==> src/rtl/rx_fifo_pkg.sv <==
package rx_fifo_pkg;
  // Strobes from control to datapath, already qualified against fill state
  typedef struct packed {
    logic doWrite;
    logic doRead;
    logic doFlush;
  } fifoStrobes_t;
endpackage

==> src/rtl/rx_fifo_dp.sv <==
module rx_fifo_dp
  import rx_fifo_pkg::*;
#(
  parameter int DEPTH  = 16,
  parameter int DATA_W = 8,
  parameter int CNT_W  = $clog2(DEPTH + 1)
) (
  input  logic              clk,
  input  logic              rstN,
  input  fifoStrobes_t      strobes,
  input  logic [DATA_W-1:0] wrData,
  output logic [DATA_W-1:0] rdData,
  output logic [CNT_W-1:0]  count
);
  localparam int PTR_W = (DEPTH > 1) ? $clog2(DEPTH) : 1;

  logic [DATA_W-1:0] mem [DEPTH];
  logic [PTR_W-1:0]  wrPtr, rdPtr;

  function automatic logic [PTR_W-1:0] advance(input logic [PTR_W-1:0] p);
    return (p == PTR_W'(DEPTH - 1)) ? '0 : p + PTR_W'(1);
  endfunction

  always_ff @(posedge clk) begin
    if (strobes.doWrite) mem[wrPtr] <= wrData;
  end

  always_ff @(posedge clk or negedge rstN) begin
    if (!rstN) begin
      wrPtr <= '0;
      rdPtr <= '0;
      count <= '0;
    end else if (strobes.doFlush) begin
      wrPtr <= '0;
      rdPtr <= '0;
      count <= '0;
    end else begin
      if (strobes.doWrite) wrPtr <= advance(wrPtr);
      if (strobes.doRead)  rdPtr <= advance(rdPtr);
      case ({strobes.doWrite, strobes.doRead})
        2'b10:   count <= count + CNT_W'(1);
        2'b01:   count <= count - CNT_W'(1);
        default: count <= count;
      endcase
    end
  end

  assign rdData = mem[rdPtr];


  no_overflow_chk: assert property (@(posedge clk) disable iff (!rstN)
    (strobes.doWrite && !strobes.doRead) |-> (count < CNT_W'(DEPTH)));


  no_underflow_chk: assert property (@(posedge clk) disable iff (!rstN)
    strobes.doRead |-> (count != '0));


  step_limit_chk: assert property (@(posedge clk) disable iff (!rstN)
    !strobes.doFlush |=> ((count == $past(count)) ||
                          (count == $past(count) + CNT_W'(1)) ||
                          (count == $past(count) - CNT_W'(1))));
endmodule

==> src/rtl/rx_fifo_ctl.sv <==
module rx_fifo_ctl
  import rx_fifo_pkg::*;
#(
  parameter int DEPTH     = 16,
  parameter int TRIG_LVL0 = 1,
  parameter int TRIG_LVL1 = 4,
  parameter int TRIG_LVL2 = 8,
  parameter int TRIG_LVL3 = 14,
  parameter int TMO_CHARS = 4,
  parameter int CNT_W     = $clog2(DEPTH + 1)
) (
  input  logic             clk,
  input  logic             rstN,
  input  logic             fifoEn,
  input  logic             fifoClr,
  input  logic [1:0]       trigSel,
  input  logic             charTick,
  input  logic             pushValid,
  input  logic             popStrobe,
  input  logic             statusRead,
  input  logic [CNT_W-1:0] count,
  output fifoStrobes_t     strobes,
  output logic             isEmpty,
  output logic             isFull,
  output logic             overrunFlag,
  output logic             dataAvailIrq,
  output logic             timeoutIrq
);
  localparam int TMO_W = $clog2(TMO_CHARS + 1);
  localparam int TRIG_TAB [4] = '{TRIG_LVL0, TRIG_LVL1, TRIG_LVL2, TRIG_LVL3};

  logic             enQ;
  logic             flush, rdOk, wrOk, ovSet;
  logic             eligible, restart, tmoHit;
  logic [CNT_W-1:0] capacity, trigLevel;
  logic [TMO_W-1:0] tmoCnt;

  always_comb begin
    flush     = fifoClr || (fifoEn != enQ);
    capacity  = fifoEn ? CNT_W'(DEPTH) : CNT_W'(1);
    trigLevel = fifoEn ? CNT_W'(TRIG_TAB[trigSel]) : CNT_W'(1);
    isEmpty   = (count == '0);
    isFull    = (count >= capacity);
    rdOk      = popStrobe && !isEmpty && !flush;
    wrOk      = pushValid && !flush && (!isFull || rdOk);
    ovSet     = pushValid && !flush && !wrOk;
    eligible  = !isEmpty && (count < trigLevel);
    restart   = wrOk || rdOk || flush;
    tmoHit    = eligible && charTick && !restart &&
                (tmoCnt == TMO_W'(TMO_CHARS - 1));
    dataAvailIrq = (count >= trigLevel);
    strobes.doWrite = wrOk;
    strobes.doRead  = rdOk;
    strobes.doFlush = flush;
  end

  always_ff @(posedge clk or negedge rstN) begin
    if (!rstN) begin
      enQ         <= 1'b0;
      tmoCnt      <= '0;
      timeoutIrq  <= 1'b0;
      overrunFlag <= 1'b0;
    end else begin
      enQ <= fifoEn;

      if (restart || !eligible)
        tmoCnt <= '0;
      else if (charTick && (tmoCnt < TMO_W'(TMO_CHARS)))
        tmoCnt <= tmoCnt + TMO_W'(1);

      if (rdOk || flush)
        timeoutIrq <= 1'b0;
      else if (tmoHit)
        timeoutIrq <= 1'b1;

      if (ovSet)
        overrunFlag <= 1'b1;
      else if (statusRead)
        overrunFlag <= 1'b0;
    end
  end


  capacity_chk: assert property (@(posedge clk) disable iff (!rstN)
    count <= (enQ ? CNT_W'(DEPTH) : CNT_W'(1)));


  timeout_nonempty_chk: assert property (@(posedge clk) disable iff (!rstN)
    timeoutIrq |-> (count != '0));


  timeout_cause_chk: assert property (@(posedge clk) disable iff (!rstN)
    $rose(timeoutIrq) |-> ($past(charTick) && !$past(pushValid)));


  overrun_cause_chk: assert property (@(posedge clk) disable iff (!rstN)
    $rose(overrunFlag) |-> ($past(pushValid) && $past(isFull)));


  clear_empties_chk: assert property (@(posedge clk) disable iff (!rstN)
    fifoClr |=> (count == '0) && !timeoutIrq);
endmodule

==> src/rtl/rx_fifo_trig.sv <==
module rx_fifo_trig
  import rx_fifo_pkg::*;
#(
  parameter int DEPTH     = 16,
  parameter int DATA_W    = 8,
  parameter int TRIG_LVL0 = 1,
  parameter int TRIG_LVL1 = 4,
  parameter int TRIG_LVL2 = 8,
  parameter int TRIG_LVL3 = 14,
  parameter int TMO_CHARS = 4,
  localparam int CNT_W    = $clog2(DEPTH + 1)
) (
  input  logic              clk,
  input  logic              rstN,
  input  logic              fifoEn,
  input  logic              fifoClr,
  input  logic [1:0]        trigSel,
  input  logic              charTick,
  input  logic              pushValid,
  input  logic [DATA_W-1:0] pushData,
  input  logic              popStrobe,
  input  logic              statusRead,
  output logic [DATA_W-1:0] popData,
  output logic [CNT_W-1:0]  fillCount,
  output logic              isEmpty,
  output logic              isFull,
  output logic              overrunFlag,
  output logic              dataAvailIrq,
  output logic              timeoutIrq
);
  fifoStrobes_t strobes;

  rx_fifo_ctl #(
    .DEPTH(DEPTH), .TRIG_LVL0(TRIG_LVL0), .TRIG_LVL1(TRIG_LVL1),
    .TRIG_LVL2(TRIG_LVL2), .TRIG_LVL3(TRIG_LVL3),
    .TMO_CHARS(TMO_CHARS), .CNT_W(CNT_W)
  ) ctl_i (
    .clk(clk), .rstN(rstN), .fifoEn(fifoEn), .fifoClr(fifoClr),
    .trigSel(trigSel), .charTick(charTick), .pushValid(pushValid),
    .popStrobe(popStrobe), .statusRead(statusRead), .count(fillCount),
    .strobes(strobes), .isEmpty(isEmpty), .isFull(isFull),
    .overrunFlag(overrunFlag), .dataAvailIrq(dataAvailIrq),
    .timeoutIrq(timeoutIrq)
  );

  rx_fifo_dp #(
    .DEPTH(DEPTH), .DATA_W(DATA_W), .CNT_W(CNT_W)
  ) dp_i (
    .clk(clk), .rstN(rstN), .strobes(strobes), .wrData(pushData),
    .rdData(popData), .count(fillCount)
  );
endmodule

==> config.mk <==
export PLATFORM = sky130hd
export DESIGN_NAME = rx_fifo_trig
export DESIGN_NICKNAME = d
export VERILOG_FILES = /design/src/rtl/rx_fifo_pkg.sv /design/src/rtl/rx_fifo_dp.sv /design/src/rtl/rx_fifo_ctl.sv /design/src/rtl/rx_fifo_trig.sv
export SDC_FILE = /design/constraint.sdc
export NUM_CORES = 1
export LEC_CHECK = 0
export ABC_AREA = 1
export BUFFER_PORTS_ARGS = -buffer_cell sky130_fd_sc_hd__buf_2
export CAP_MARGIN = 20
export CORE_MARGIN = 2
export CORE_UTILIZATION = 61
export CTS_BUF_LIST = sky130_fd_sc_hd__clkbuf_16
export DETAILED_ROUTE_END_ITERATION = 8
export GPL_TIMING_DRIVEN = 1
export PLACE_DENSITY = 0.82
export SYNTH_ARGS = -nofsm -noshare
export SYNTH_HDL_FRONTEND = slang
export SYNTH_SLANG_ARGS = --single-unit
==> constraint.sdc <==
create_clock -name clk -period 2.83 [get_ports clk]
set_input_delay 0.283 -clock clk [delete_from_list [all_inputs] [get_ports clk]]
set_output_delay 0.283 -clock clk [all_outputs]
set_load 0.01 [all_outputs]
* Word level (Yosys, flattened, before mapping) *
Memories as Yosys holds them, arrays and structs flattened.
Index checks and enable logic that the tools add are counted.

operators by class
  add/sub/neg operators = 5
  magnitude comparators = 5
  equality and inequality tests = 6
  multiplexer cells = 21
  bitwise gates (word level) = 1
  reduce and logical (&&, ||, !) cells = 29

operator list
  kind                                                  number
  binary-select mux 32 bit (select 2 bit)               1
  2-to-1 mux 5 bit                                      5
  2-to-1 mux 4 bit                                      6
  >= comparator 5 bit                                   2
  logical AND 1 bit                                     10
  case mux 5 bit (2 select lines)                       1
  nonzero test 2 bit                                    5
  adder 4 x 1 -> 4 bit (second input constant)          2
  equality test 4 bit (second input constant)           2
  zero test 1 bit                                       6
  logical OR 1 bit                                      6
  2-to-1 mux 1 bit                                      6
  2-to-1 mux 3 bit                                      2
  adder 5 x 1 -> 5 bit (second input constant)          1
  zero test 5 bit                                       1
  < comparator 5 bit                                    1
  subtractor 5 x 1 -> 5 bit (second input constant)     1
  adder 3 x 1 -> 3 bit (second input constant)          1
  equality test 3 x 2 -> 1 bit (second input constant)  1
  >= comparator 3 bit (second input constant)           1
  < comparator 3 bit (second input constant)            1
  NOT 2 -> 3 bit                                        1
  nonzero test 3 bit                                    1
  equality test 2 x 1 -> 1 bit (second input constant)  1
  2 further kinds                                       2

storage, ports and cells
  register bits = 19
  memory bits (writable) = 128
  input bits = 18
  output and inout bits = 18
  logic and storage cells = 75
  memories kept = 1

memory list
  name      words  width  read ports  clocked after memory_dff  wr ports  RTL line          text
  dp_i.mem  16     8      1           0                         1         rx_fifo_dp.sv:17  logic [DATA_W-1:0] mem [DEPTH];

* Depth between registers and ports, before layout *
  depth in word-level cells = 13
  mapped depth = 15
  mapped depth without buffers = 15

* By module *
A second synthesis with hierarchy kept.

second synthesis, totals
  cells, all modules = 573
  area, all modules = 6444.9 sq um

by module, submodules not included
  module       times used  cells an instance  area each (sq um)  sequential area each (sq um)
  rx_fifo_dp   1           491                5875.6             4169.0
  rx_fifo_ctl  1           82                 569.3              150.1

* Worst setup path before layout *
No wires, ideal clock.

  kind = register to register
  from = reg dp_i.count[0]
  to = mem dp_i.mem[12][0] (enable)
  library setup time = 0.383 ns
  arrival time = 2.122 ns
  required time = 2.447 ns
  setup slack = 0.325 ns
  cell stages (with the launch flop) = 11
  buffers on the path = 1
  clock period less this slack = 2.505 ns
  cells stage by stage = dfrtp_1 > inv_1 > ha_1 > nor2_1 > nand3_1 > nand2_1 > nand2_1 > nand2_4 > nand2_4 > buf_6 > nor3_1

between the ends
  elaborated cells between the ends (all ways) = 10
  classes of those cells = order compare: 1; mux: 2; reduce/logical: 7

RTL lines
  what                                    RTL line            text
  start, declared                         rx_fifo_dp.sv:13    output logic [CNT_W-1:0] count
  start signal, assigned                  rx_fifo_dp.sv:41    2'b10: count <= count + CNT_W'(1);
  start signal, assigned                  rx_fifo_dp.sv:42    2'b01: count <= count - CNT_W'(1);
  start signal, assigned                  rx_fifo_dp.sv:43    default: count <= count;
  >= comparator 5 bit                     rx_fifo_ctl.sv:43   isFull = (count >= capacity);
  via isFull                              rx_fifo_trig.sv:26  output logic isFull,
  zero test 1 bit                         rx_fifo_ctl.sv:45   wrOk = pushValid && !flush && (!isFull || rdOk);
  logical OR 1 bit                        rx_fifo_ctl.sv:45
  logical AND 1 bit                       rx_fifo_ctl.sv:45
  2-to-1 mux 1 bit                        rx_fifo_dp.sv:25    if (strobes.doWrite) mem[wrPtr] <= wrData;
  2-to-1 mux 1 bit (not written as such)  rx_fifo_dp.sv:25
  end, declared                           rx_fifo_dp.sv:17

The timed path passes the listed nets, and every way through them passes these cells.

* Worst setup path after layout *
  from = reg dp_i.rdPtr[1]
  to = out popData[7]

between the ends
  longest elaborated chain between the ends = 1

ends and longest elaborated chain
  what                      RTL line            text
  start, declared           rx_fifo_dp.sv:18    logic [PTR_W-1:0] wrPtr, rdPtr;
  start signal, assigned    rx_fifo_dp.sv:39    if (strobes.doRead) rdPtr <= advance(rdPtr);
  memory read (16 x 8 bit)  -
  end, declared             rx_fifo_trig.sv:23  output logic [DATA_W-1:0] popData,

No other way between the ends.

==> impl_metrics.json <==
{
  "root_buffer": "clkbuf_16",
  "wire_per_inst_um": 20.1,
  "grt_pass1_wl_um": 24800,
  "critPathKind": "reg2out",
  "path_cells": "buf_4 > o21ai_0 > o211ai_1 > o31ai_1 > o21ai_0 > buf_2",
  "postCtsSetupBuffers": 0,
  "finalHoldViolations": 0,
  "clock_skew_ns": 0.00831,
  "rsz0062_at_grt": "no",
  "start_util_pct": 62.8,
  "cp_slowest_cell": "dfrtp_1",
  "fin_cells": 788,
  "r2r-end": "dp_i.count[3]",
  "ios": 36,
  "clockBufferDepth": 2,
  "ant_nets": 0,
  "nets": 674,
  "grt_max_degree": 83,
  "area_delta_synth_final_pct": 16.3,
  "htree_levels": 4,
  "ys_ff_latch": 147,
  "synth_cell_types": 36,
  "fmax_mhz": 378,
  "drtIter0Drc": 737,
  "core_sq_mm": 0.0104,
  "dr.pass1.iters": 5,
  "syn_nets": 617,
  "antenna_found_initial": 0,
  "grt-ovfl-total": 0,
  "drc_errors": 0,
  "timing.final.crit_share_pct": 93.6,
  "pwr_density_cell_mw_per_mm2": 652,
  "rrSetupSlack_ns": 0.37,
  "tns_ns": 0,
  "path_common_cell": "o21ai_0",
  "seq_area_frac_synth_pct": 66.3,
  "synth_edf_count": 128,
  "dieArea_sq_mm": 0.0115,
  "setup_ws_ns": 0.182,
  "cp.arrival_ns": 2.37,
  "dp_slack_ns": 0.407,
  "drive_gt1_share_pct": 16.4,
  "nFillCells": 683,
  "die_h_um": 107,
  "fp-row-count": 37,
  "p_leak_nw": 2.91,
  "min_to": "ctl_i.overrunFlag",
  "clkLatencyLatePin_ns": 0.42,
  "gr-usage-all-layers_pct": 29.1,
  "slew_headroom_pct": 59.5,
  "synthCells": 582,
  "crit_fanout": 13,
  "status": "complete, no violations",
  "min_path_cells": 2,
  "io_buffers": 35,
  "reg2reg_depth": 15,
  "cp_slowest_stage_delay_ns": 0.68,
  "hold_path.class": "in2reg",
  "reg2reg_from": "dp_i.count[4]",
  "startpoint_type": "flop",
  "vias": 4783,
  "drv_cap": 0,
  "setup_viol_count_final": 0,
  "ir_worst_vdd_uv": 402,
  "min_from": "statusRead",
  "end_kind": "primary output",
  "worst_ep_required_time_ns": 2.55,
  "slew_viol_final": 0,
  "cts_made_buffers": 17,
  "ys.flop_type": "edfxtp_1",
  "place_inst": 755,
  "clk_pin_slew_ns": 0.06,
  "syn-cell-area_sq_mm": 0.00651,
  "n_antenna_cell": 0,
  "syn_area_per_cell_sq_um": 11.2,
  "vias_per_cell": 6.07,
  "cts_tree": "done",
  "routed_wl_um": 15800,
  "grt_pass1_vias": 4864,
  "routabilityCongestion": 0.846,
  "die_w_um": 107,
  "ys_warn_count": 0,
  "clock_sinks": 147,
  "finalCriticalPeriod_ns": 2.65,
  "tightestPinTransition_ns": 0.604,
  "dp_hpwl_um": 9830,
  "async_reset_ff_share_pct": 12.9,
  "finalHoldWorstSlack_ns": 0.0489
}
## state kept, by name, indices dropped and copies added, names as in the netlist
signal / count
ctl_i.enQ: 1
ctl_i.overrunFlag: 1
ctl_i.timeoutIrq: 1
ctl_i.tmoCnt: 3
dp_i.count: 5
dp_i.mem: 128
dp_i.rdPtr: 4
dp_i.wrPtr: 4
## what timing repair did
item / 4_1_cts / 5_1_grt
hold endpoints to repair: 19 / 0
hold buffers: 1 / 0
setup endpoints to repair: 0 / 6
gates resized for setup: 0 / 1
## final cells by class
type | instances | area [sq um] | area share, %
sequential | 147 | 4320 | 57.0
multi-input combinational | 362 | 1910 | 25.2
clock buffer | 17 | 425 | 5.62
timing repair buffer | 60 | 390 | 5.15
inverter | 51 | 195 | 2.58
tap | 136 | 170 | 2.25
clock inverter | 15 | 166 | 2.20
## metrics by stage
step	power, mW	util [%]	cell area, sq um
floorplan	2.62	-	6520
global placement	2.75	67.2	6970
detailed placement	2.76	67.2	6970
CTS	4.95	73.0	7570
global route	5.08	73.0	7570
finish	4.94	73.0	7570
## synthesized netlist by cell type, types with 3 or more instances
cell type	number	area, sq um
clkbuf_1	13	48.8
ha_1	16	200
o211ai_1	16	120
nand3_1	28	140
o2111ai_1	11	96.3
o21ai_0	48	240
dfrtp_1	19	475
inv_1	46	173
buf_2	5	25.0
inv_2	3	11.3
nand2_1	107	402
edfxtp_1	128	3840
nor2_1	73	274
a21oi_1	19	95.1
o22ai_1	5	31.3
nand2_2	3	18.8
nor3_1	14	70.1
xor2_1	3	26.3
## worst max-delay path: cells and delay by family, from the launching register on
| kind | cells | cell delay, ns |
|---|---|---|
| AOI/OAI and AO/OA | 4 | 0.75 |
| buffers and inverters | 2 | 0.51 |
| DFF | 1 | 0.68 |
## layout by cell type (no fill, tap or decap), types with 3 or more instances in the layout
| cell type | instances |
|---|---|
| edfxtp_1 | 128 |
| nand2_1 | 107 |
| nor2_1 | 73 |
| o21ai_0 | 48 |
| inv_1 | 45 |
| buf_2 | 35 |
| nand3_1 | 28 |
| buf_4 | 22 |
| a21oi_1 | 19 |
| dfrtp_1 | 18 |
| clkbuf_16 | 17 |
| o211ai_1 | 16 |
| ha_1 | 16 |
| nor3_1 | 14 |
| o2111ai_1 | 11 |
| o22ai_1 | 5 |
| clkinv_4 | 5 |
| inv_6 | 4 |
| inv_2 | 3 |
| nand2_2 | 3 |
| xor2_1 | 3 |
| inv_8 | 3 |
## how the worst max path moves through the flow
stage,startpoint,to,slack (ns),depth (start not counted)
after floorplan,dp_i.count[0],dp_i.mem[12][0],0.33,10
after global placement,dp_i.count[3],dp_i.count[3],0.54,15
after detailed placement,dp_i.count[4],dp_i.count[3],0.41,15
after CTS,dp_i.rdPtr[0],popData[0],0.07,9
after global routing,dp_i.rdPtr[0],popData[7],0.08,7
final,dp_i.rdPtr[1],popData[7],0.18,6
## routing by layer
layer,part of all wire [%],vias to the layer above,track usage (%)
li1,-,2157,-
met1,38,2299,35.3
met3,7.5,48,6.54
met2,51,279,50.1
met4,3.5,0,12.4
met5,0,-,0
## kinds of logic after synthesis
group | count (synthesis) | synth area share [%]
AND/OR/NAND/NOR | 236 | 15.7
flip-flops | 147 | 66.3
AO/OA/AOI/OAI | 104 | 9.49
buffers and inverters | 73 | 4.44
adder cells (fa/ha/maj) | 17 | 3.38
XOR/XNOR | 5 | 0.672
## report_power, final
part / internal (mW) / switching [mW]
Combinational: 0.104 / 0.236
Sequential: 2.37 / 0.0118
Clock: 1.25 / 0.967
Total: 3.73 / 1.22
Power figures use the tool's default switching activity.
